File: config.mk
export PLATFORM = sky130hd
export DESIGN_NAME = lcd_sync_gen
export DESIGN_NICKNAME = d
export VERILOG_FILES = /design/src/rtl/lcd_sync_pkg.sv /design/src/rtl/lcd_sync_ctrl.sv /design/src/rtl/lcd_sync_dp.sv /design/src/rtl/lcd_sync_gen.sv
export SDC_FILE = /design/constraint.sdc
export NUM_CORES = 1
export LEC_CHECK = 0
export BUFFER_PORTS_ARGS = -buffer_cell sky130_fd_sc_hd__buf_2
export CAP_MARGIN = 30
export CORE_UTILIZATION = 55
export DETAILED_ROUTE_END_ITERATION = 8
export PLACE_DENSITY_LB_ADDON = 0.12
export SLEW_MARGIN = 15
export SYNTH_ARGS = -nofsm -noshare
export SYNTH_HDL_FRONTEND = slang
export SYNTH_SLANG_ARGS = --single-unit
export TNS_END_PERCENT = 10
File: constraint.sdc
create_clock -name clk -period 4.5 [get_ports clk]
set_input_delay 0.9 -clock clk [delete_from_list [all_inputs] [get_ports clk]]
set_output_delay 0.9 -clock clk [all_outputs]
set_load 0.02 [all_outputs]
File: src/rtl/lcd_sync_pkg.sv
package lcd_sync_pkg;

  // index of each timing word in the packed live-register bundle
  localparam int IDX_HSYNC = 0;
  localparam int IDX_VSYNC = 1;
  localparam int IDX_HACT  = 2;
  localparam int IDX_VACT  = 3;
  localparam int IDX_TOT   = 4;
  localparam int NREG      = 5;

  // polarity and edge bits of the configuration word
  localparam int POL_VS_LOW   = 8;
  localparam int POL_DE_LOW   = 9;
  localparam int POL_PCLK_NEG = 10;
  localparam int POL_HS_LOW   = 11;

  typedef struct packed {
    logic step;       // an enabled pixel step this clock
    logic lineWrap;   // pixel counter returns to 0 this step
    logic frameWrap;  // both counters return to 0 this step
    logic idle;       // scanning stopped
  } seqStrobeT;

endpackage

File: src/rtl/lcd_sync_ctrl.sv
module lcd_sync_ctrl
  import lcd_sync_pkg::*;
#(
  parameter int CNT_W = 10
) (
  input  logic             clk,
  input  logic             rstN,
  input  logic             runEn,
  input  logic             pixEn,
  input  logic [CNT_W-1:0] hTot,
  input  logic [CNT_W-1:0] vTot,
  output logic [CNT_W-1:0] hCnt,
  output logic [CNT_W-1:0] vCnt,
  output seqStrobeT        seq
);

  localparam logic [CNT_W-1:0] ONE = CNT_W'(1);

  logic atLineEnd;
  logic atFrameEnd;

  assign atLineEnd  = (hCnt == hTot - ONE);
  assign atFrameEnd = (vCnt == vTot - ONE);

  always_comb begin
    seq.idle      = !runEn;
    seq.step      = runEn && pixEn;
    seq.lineWrap  = seq.step && atLineEnd;
    seq.frameWrap = seq.lineWrap && atFrameEnd;
  end

  always_ff @(posedge clk or negedge rstN) begin
    if (!rstN) begin
      hCnt <= '0;
      vCnt <= '0;
    end else if (seq.idle) begin
      hCnt <= '0;
      vCnt <= '0;
    end else if (seq.step) begin
      if (atLineEnd) begin
        hCnt <= '0;
        vCnt <= atFrameEnd ? '0 : vCnt + ONE;
      end else begin
        hCnt <= hCnt + ONE;
      end
    end
  end


  idle_zero_chk: assert property (@(posedge clk) disable iff (!rstN)
    !runEn |=> (hCnt == '0 && vCnt == '0));


  hold_cnt_chk: assert property (@(posedge clk) disable iff (!rstN)
    (runEn && !pixEn) |=> ($stable(hCnt) && $stable(vCnt)));


  hcnt_range_chk: assert property (@(posedge clk) disable iff (!rstN)
    (runEn && hTot != '0) |-> (hCnt < hTot));

endmodule

File: src/rtl/lcd_sync_dp.sv
module lcd_sync_dp
  import lcd_sync_pkg::*;
#(
  parameter int CNT_W = 10,
  parameter int REG_W = 32
) (
  input  logic                       clk,
  input  logic                       rstN,
  input  seqStrobeT                  seq,
  input  logic [CNT_W-1:0]           hCnt,
  input  logic [CNT_W-1:0]           vCnt,
  input  logic [NREG-1:0][REG_W-1:0] liveRegs,
  input  logic [REG_W-1:0]           polCfg,
  output logic [CNT_W-1:0]           hTot,
  output logic [CNT_W-1:0]           vTot,
  output logic                       hSync,
  output logic                       vSync,
  output logic                       dataEn,
  output logic                       pclkFall,
  output logic                       frameStart,
  output logic                       frameEnd
);

  localparam int HALF_W = REG_W / 2;
  localparam logic [CNT_W-1:0] ONE = CNT_W'(1);

  logic [NREG-1:0][CNT_W-1:0] shHi;
  logic [NREG-1:0][CNT_W-1:0] shLo;
  logic shHsLow, shVsLow, shDeLow, shPclkNeg;
  logic loadShadow;
  logic unusedBits;

  assign loadShadow = seq.idle || seq.frameWrap;
  assign unusedBits = ^{liveRegs, polCfg};

  always_ff @(posedge clk or negedge rstN) begin
    if (!rstN) begin
      shHi      <= '0;
      shLo      <= '0;
      shHsLow   <= 1'b0;
      shVsLow   <= 1'b0;
      shDeLow   <= 1'b0;
      shPclkNeg <= 1'b0;
    end else if (loadShadow) begin
      for (int i = 0; i < NREG; i++) begin
        shHi[i] <= liveRegs[i][HALF_W +: CNT_W];
        shLo[i] <= liveRegs[i][0 +: CNT_W];
      end
      shHsLow   <= polCfg[POL_HS_LOW];
      shVsLow   <= polCfg[POL_VS_LOW];
      shDeLow   <= polCfg[POL_DE_LOW];
      shPclkNeg <= polCfg[POL_PCLK_NEG];
    end
  end

  assign hTot     = shHi[IDX_TOT];
  assign vTot     = shLo[IDX_TOT];
  assign pclkFall = shPclkNeg;

  logic hSyncOn, vSyncOn, hActOn, vActOn, firstPix, lastPix;

  always_comb begin
    hSyncOn  = (hCnt >= shHi[IDX_HSYNC]) && (hCnt < shLo[IDX_HSYNC]);
    vSyncOn  = (vCnt >= shHi[IDX_VSYNC]) && (vCnt < shLo[IDX_VSYNC]);
    hActOn   = (hCnt >= shHi[IDX_HACT])  && (hCnt < shLo[IDX_HACT]);
    vActOn   = (vCnt >= shHi[IDX_VACT])  && (vCnt < shLo[IDX_VACT]);
    firstPix = hActOn && vActOn && (hCnt == shHi[IDX_HACT]) && (vCnt == shHi[IDX_VACT]);
    lastPix  = hActOn && vActOn && (hCnt == shLo[IDX_HACT] - ONE)
               && (vCnt == shLo[IDX_VACT] - ONE);
  end

  always_ff @(posedge clk or negedge rstN) begin
    if (!rstN) begin
      hSync      <= 1'b0;
      vSync      <= 1'b0;
      dataEn     <= 1'b0;
      frameStart <= 1'b0;
      frameEnd   <= 1'b0;
    end else if (seq.idle) begin
      hSync      <= shHsLow;
      vSync      <= shVsLow;
      dataEn     <= shDeLow;
      frameStart <= 1'b0;
      frameEnd   <= 1'b0;
    end else if (seq.step) begin
      hSync      <= hSyncOn ^ shHsLow;
      vSync      <= vSyncOn ^ shVsLow;
      dataEn     <= (hActOn && vActOn) ^ shDeLow;
      frameStart <= firstPix;
      frameEnd   <= lastPix;
    end else begin
      frameStart <= 1'b0;
      frameEnd   <= 1'b0;
    end
  end


  shadow_hold_chk: assert property (@(posedge clk) disable iff (!rstN)
    !(seq.idle || seq.frameWrap) |=> ($stable(shHi) && $stable(shLo) && $stable(pclkFall)));


  sof_in_de_chk: assert property (@(posedge clk) disable iff (!rstN)
    frameStart |-> (dataEn != shDeLow));


  eof_in_de_chk: assert property (@(posedge clk) disable iff (!rstN)
    frameEnd |-> (dataEn != shDeLow));


  strobe_quiet_chk: assert property (@(posedge clk) disable iff (!rstN)
    !seq.step |=> (!frameStart && !frameEnd));

endmodule

File: src/rtl/lcd_sync_gen.sv
module lcd_sync_gen
  import lcd_sync_pkg::*;
#(
  parameter int CNT_W = 10,
  parameter int REG_W = 32
) (
  input  logic             clk,
  input  logic             rstN,
  input  logic             runEn,
  input  logic             pixEn,
  input  logic [REG_W-1:0] hSyncWin,
  input  logic [REG_W-1:0] vSyncWin,
  input  logic [REG_W-1:0] hActWin,
  input  logic [REG_W-1:0] vActWin,
  input  logic [REG_W-1:0] frameTotals,
  input  logic [REG_W-1:0] polCfg,
  output logic             hSync,
  output logic             vSync,
  output logic             dataEn,
  output logic             pclkFall,
  output logic             frameStart,
  output logic             frameEnd
);

  logic [NREG-1:0][REG_W-1:0] liveRegs;
  logic [CNT_W-1:0] hCnt, vCnt, hTot, vTot;
  seqStrobeT seq;

  always_comb begin
    liveRegs[IDX_HSYNC] = hSyncWin;
    liveRegs[IDX_VSYNC] = vSyncWin;
    liveRegs[IDX_HACT]  = hActWin;
    liveRegs[IDX_VACT]  = vActWin;
    liveRegs[IDX_TOT]   = frameTotals;
  end

  lcd_sync_ctrl #(.CNT_W(CNT_W)) uCtrl (
    .clk(clk), .rstN(rstN), .runEn(runEn), .pixEn(pixEn),
    .hTot(hTot), .vTot(vTot), .hCnt(hCnt), .vCnt(vCnt), .seq(seq)
  );

  lcd_sync_dp #(.CNT_W(CNT_W), .REG_W(REG_W)) uDp (
    .clk(clk), .rstN(rstN), .seq(seq), .hCnt(hCnt), .vCnt(vCnt),
    .liveRegs(liveRegs), .polCfg(polCfg), .hTot(hTot), .vTot(vTot),
    .hSync(hSync), .vSync(vSync), .dataEn(dataEn), .pclkFall(pclkFall),
    .frameStart(frameStart), .frameEnd(frameEnd)
  );

endmodule

# Word-level counts from Yosys, hierarchy flattened
# Index checks and enable logic that the tools add are counted.
word_totals:
  reg_bits: 129
  elab_cells: 78
classes:
  n_addsub: 6
  n_lt_le_gt_ge: 8
  eq_ne: 8
  muxes: 17
  bitwise_logic: 3
  reduce_logical: 15
ops:
  columns: ["op", "n"]
  rows:
  - ["10-bit 2-to-1 mux", 7]
  - ["10-bit == test", 6]
  - ["10-bit >= comparator", 4]
  - ["10-bit less-than comparator", 4]
  - ["10-bit by 1-bit subtractor with 10-bit output, second input constant", 4]
  - ["10-bit by 1-bit adder with 10-bit output, second input constant", 2]
  - ["1-bit logical AND", 12]
  - ["1-bit 2-to-1 mux", 10]
  - ["2-bit by 1-bit inequality test with 1-bit output, second input constant", 2]
  - ["1-bit bitwise XOR", 3]
  - ["2-bit AND reduction", 1]
  - ["1-bit zero test", 1]
  - ["1-bit logical OR", 1]

# Longest topological paths before layout
depth:
  word_depth: 7
  depth_mapped: 11

# Cells and area by module
# A second synthesis with hierarchy kept.
unflattened:
  hier_cells: 813
  area_unflattened_um2: 8459.4
modules_own_cells:
  columns: ["module", "instances", "cells_per_inst", "area_per_inst_um2"]
  rows:
  - ["lcd_sync_dp", 1, 596, 6670.1]
  - ["lcd_sync_ctrl", 1, 217, 1789.2]

# Worst setup path before layout
# No wires, ideal clock.
synth_path:
  kind: "register -> register"
  startpoint: "register uDp.shLo, in the netlist uDp.vTot[3]"
  endpoint: "register uDp.shHi, in the netlist uDp.hTot[8]"
  setup_time_ns: 0.127
  arrival_ns: 2.681
  setup_slack_ns: 1.692
  stages_incl_launch_ff: 10
  n_path_buf: 2
  period_less_slack_ns: 2.808
  cell_sequence: "dfrtp_1 or4_1 nor4b_2 xnor2_1 nor4_4 nand3_2 o21ai_4 buf_6 buf_6 mux2_1"
synth_between:
  elab_chain_len: 4
synth_lines:
  columns: ["item", "line_no", "text"]
  rows:
  - ["from (decl)", "lcd_sync_dp.sv:28", "logic [NREG-1:0][CNT_W-1:0] shLo;"]
  - ["from (signal, indexed assignment)", "lcd_sync_dp.sv:47", "shLo[i] <= liveRegs[i][0 +: CNT_W];"]
  - ["10-bit by 1-bit subtractor with 10-bit output", "lcd_sync_ctrl.sv:23", "assign atFrameEnd = (vCnt == vTot - ONE);"]
  - ["10-bit == test", "lcd_sync_ctrl.sv:23", null]
  - ["1-bit logical AND", "lcd_sync_ctrl.sv:29", "seq.frameWrap = seq.lineWrap && atFrameEnd;"]
  - ["1-bit logical OR", "lcd_sync_dp.sv:33", "assign loadShadow = seq.idle || seq.frameWrap;"]
  - ["to (signal, indexed assignment)", "lcd_sync_dp.sv:46", "shHi[i] <= liveRegs[i][HALF_W +: CNT_W];"]
  - ["to (decl)", "lcd_sync_dp.sv:27", "logic [NREG-1:0][CNT_W-1:0] shHi;"]
# Every way passes these cells.
# A chain may end at the register's enable or synchronous reset.

# Worst setup path after layout
layout_path:
  startpoint: "register uDp.shLo, in the netlist uDp.vTot[3]"
  endpoint: "register uDp.shHi[36] in the netlist's numbering"
# Same word-level chain as after synthesis.

==> results.ini <==
[logic_synthesis]
ys_seq_area_share_pct=38.3
yosys-top-cells-area=dfrtp_1 (38%), ha_1 (12%), mux2_1 (8.0%)
syn-num-nets=1081
avgSynthCellArea_um2=10.5
ys_types=67
synth-seq-cells=129
synth_top_area_share_pct=38.3
post-synth-top-count-cell=dfrtp_1
synth_ff_type=dfrtp_1
ys_warn_count=0
synth_edf_count=0
synth_top_area_cell=dfrtp_1
syn_inst=801
synth_area_mm2=0.00842
ys_top_cells_by_count=dfrtp_1 (129), inv_1 (91), ha_1 (84)
synthArstFlopShare_pct=100

[die]
die_area_mm2=0.0158
rows=44
floorplan.die.height_um=126
core_region_area_mm2=0.0148
ios=202
initial_core_util_pct=57.1
die_w_um=126

[timing]
max_freq_mhz=280
rsz0062_at_grt=no
slew_headroom_pct=46.9
finalHoldViolCount=0
hold_slack_ps=488
fin_tns_setup_ps=0
worst_pin_slew_ps=796
fin_crit_sh_pct=79.3
skew_ps=9.46
setup_viol_count_final=0
final-max-slew-violation-count=0
min_period_ps=3570

[cts]
ctsHoldBuffers=0
cts_tree=built
ctsResizeCount=0
clkSinkCount=129
numCtsBuffers=17
cts-htree-levels=4
postCtsSetupBuffers=0
ctsLongestPathBuffers=2
clk_latency_ps=420
ctsRootBufferMaster=clkbuf_16
clk_pin_slew_worst_paths_ps=60

[setup_path]
criticalPathCategory=reg2reg
crit_path_end_kind=register
path_buf_inv=1
crit_path_max_incr_delay_ps=630
crit_path_max_fanout=43
required_ps=4800
cp_cell_sequence=or4_1, nor4b_2, xnor2_1, nor4_4, nand3_2, o21ai_4, buf_4, mux2_2
crit_arrival_ps=3870
cp_slowest_cell=or4_1
startpoint_type=register
path_delay_family=simple AND/OR/NAND/NOR gates

[grt]
grt_pass1_wl_um=31500
grt_pass1_vias=6551
antenna_found_initial=0
globalRouteOverflowTotal=0
track_usage_pct=25.0
grt_max_degree=68

[pwr]
vdd_ir_drop_max_mv=0.416
power_density_mw_per_mm2=352
leakagePower_nw=4.82

[route]
drt-total-wl_um=18800
route.vias.total=6377
vias_per_cell=5.79
drc=0
ant_nets=0
dr.first_iter.drc_count=353
drtPass1Iterations=5
wire_per_inst_um=17.0

[place]
place.gp.congestion=0.885
dpl.hpwl_um=13800
io_buffer_count=113

[final_layout]
fillers=1155
diodes=0
drive_gt1_share_pct=22.5
area_delta_synth_final_pct=16.2
final_nets=1185

[run]
drv_cap=0

[worst_hold_path]
min-delay-path-class=reg2reg

[status]
status=completed

[cell type report]
cell class                 instances  area [µm²]  area share (%)
multi-input combinational        548        4670            47.7
sequential                       129        3230            33.0
timing repair buffer             118         631            6.44
clock buffer                      24         492            5.02
inverter                          91         342            3.49
tap                              184         230            2.35
clock inverter                     8         198            2.02
[cells by family (layout without fill, tap and decap cells)]
family / Yosys count / in the layout / synth area share [%]
mux: 108 / 108 / 14.4
fa+ha+maj: 84 / 84 / 12.5
flops: 129 / 129 / 38.3
xor+xnor: 56 / 56 / 5.83
simple gates: 177 / 177 / 12.5
buf+inv: 124 / 241 / 6.23
compound gates: 123 / 123 / 10.2
[cell usage in the layout (no fill, tap or decap), drive strengths merged, types with 21 or more instances in the layout]
cell / instances
nor2: 27
nand2: 25
buf: 118
clkbuf: 24
xnor2: 33
xor2: 23
o21ai: 22
ha: 84
a21oi: 21
mux2: 106
inv: 91
dfrtp: 129
[state kept, by name, indices dropped and copies added, names as in the netlist, 10 cells and up]
register	cells
uDp.vTot	10
uCtrl.vCnt	10
uCtrl.hCnt	10
uDp.shLo	40
uDp.hTot	10
uDp.shHi	40
[report_power, final]
group	switching, mW	total (mW)	internal, mW	leakage [nW]
combinational	0.241	0.485	0.244	2.93
clock	0.498	1.60	1.10	0.335
sequential	0.101	1.36	1.26	1.56
[through the flow]
stage	std cells	cell area [µm²]	power, mW	utilization (%)	setup slack (ps)
floorplan	801	8420	1.69	-	1690
global placement	1069	9090	1.84	61.6	1050
detailed placement	1069	9090	1.87	61.6	951
CTS	1101	9780	3.48	66.3	954
global route	1102	9790	3.60	66.3	685
finish	1102	9790	3.45	66.3	929
[path summary, 6_finish.rpt]
kind	from	endpoint	slack [ps]	cells past startpoint
max	uDp.vTot[3]	uDp.shHi[36]	930	8
min	uDp.shLo[10]	uDp.shLo[10]	490	1
max reg2reg	uDp.vTot[3]	uDp.shHi[36]	930	8
min reg2reg	uDp.shLo[10]	uDp.shLo[10]	490	1
max in group asynchronous	rstN	uDp.shLo[12]	3120	2
min in group asynchronous	rstN	uDp.shHi[3]	550	1
[layer usage]
layer  track usage [%]  vias up  part of all wire [%]
met5                 0        -                     0
met4              6.89        0                   1.4
met3              5.31       21                   4.6
met2              40.3      174                    46
met1              34.2     3113                    48
li1                  -     3069                     -
[worst register-to-register path: stages (launching register included)]
cell and delay [ps]:
dfrtp_1 460, or4_1 630, nor4b_2 310, xnor2_1 160, nor4_4 340, nand3_2 340, o21ai_4 280, buf_4 490
mux2_2 450
Note: power is estimated with default switching activity, not from simulation.
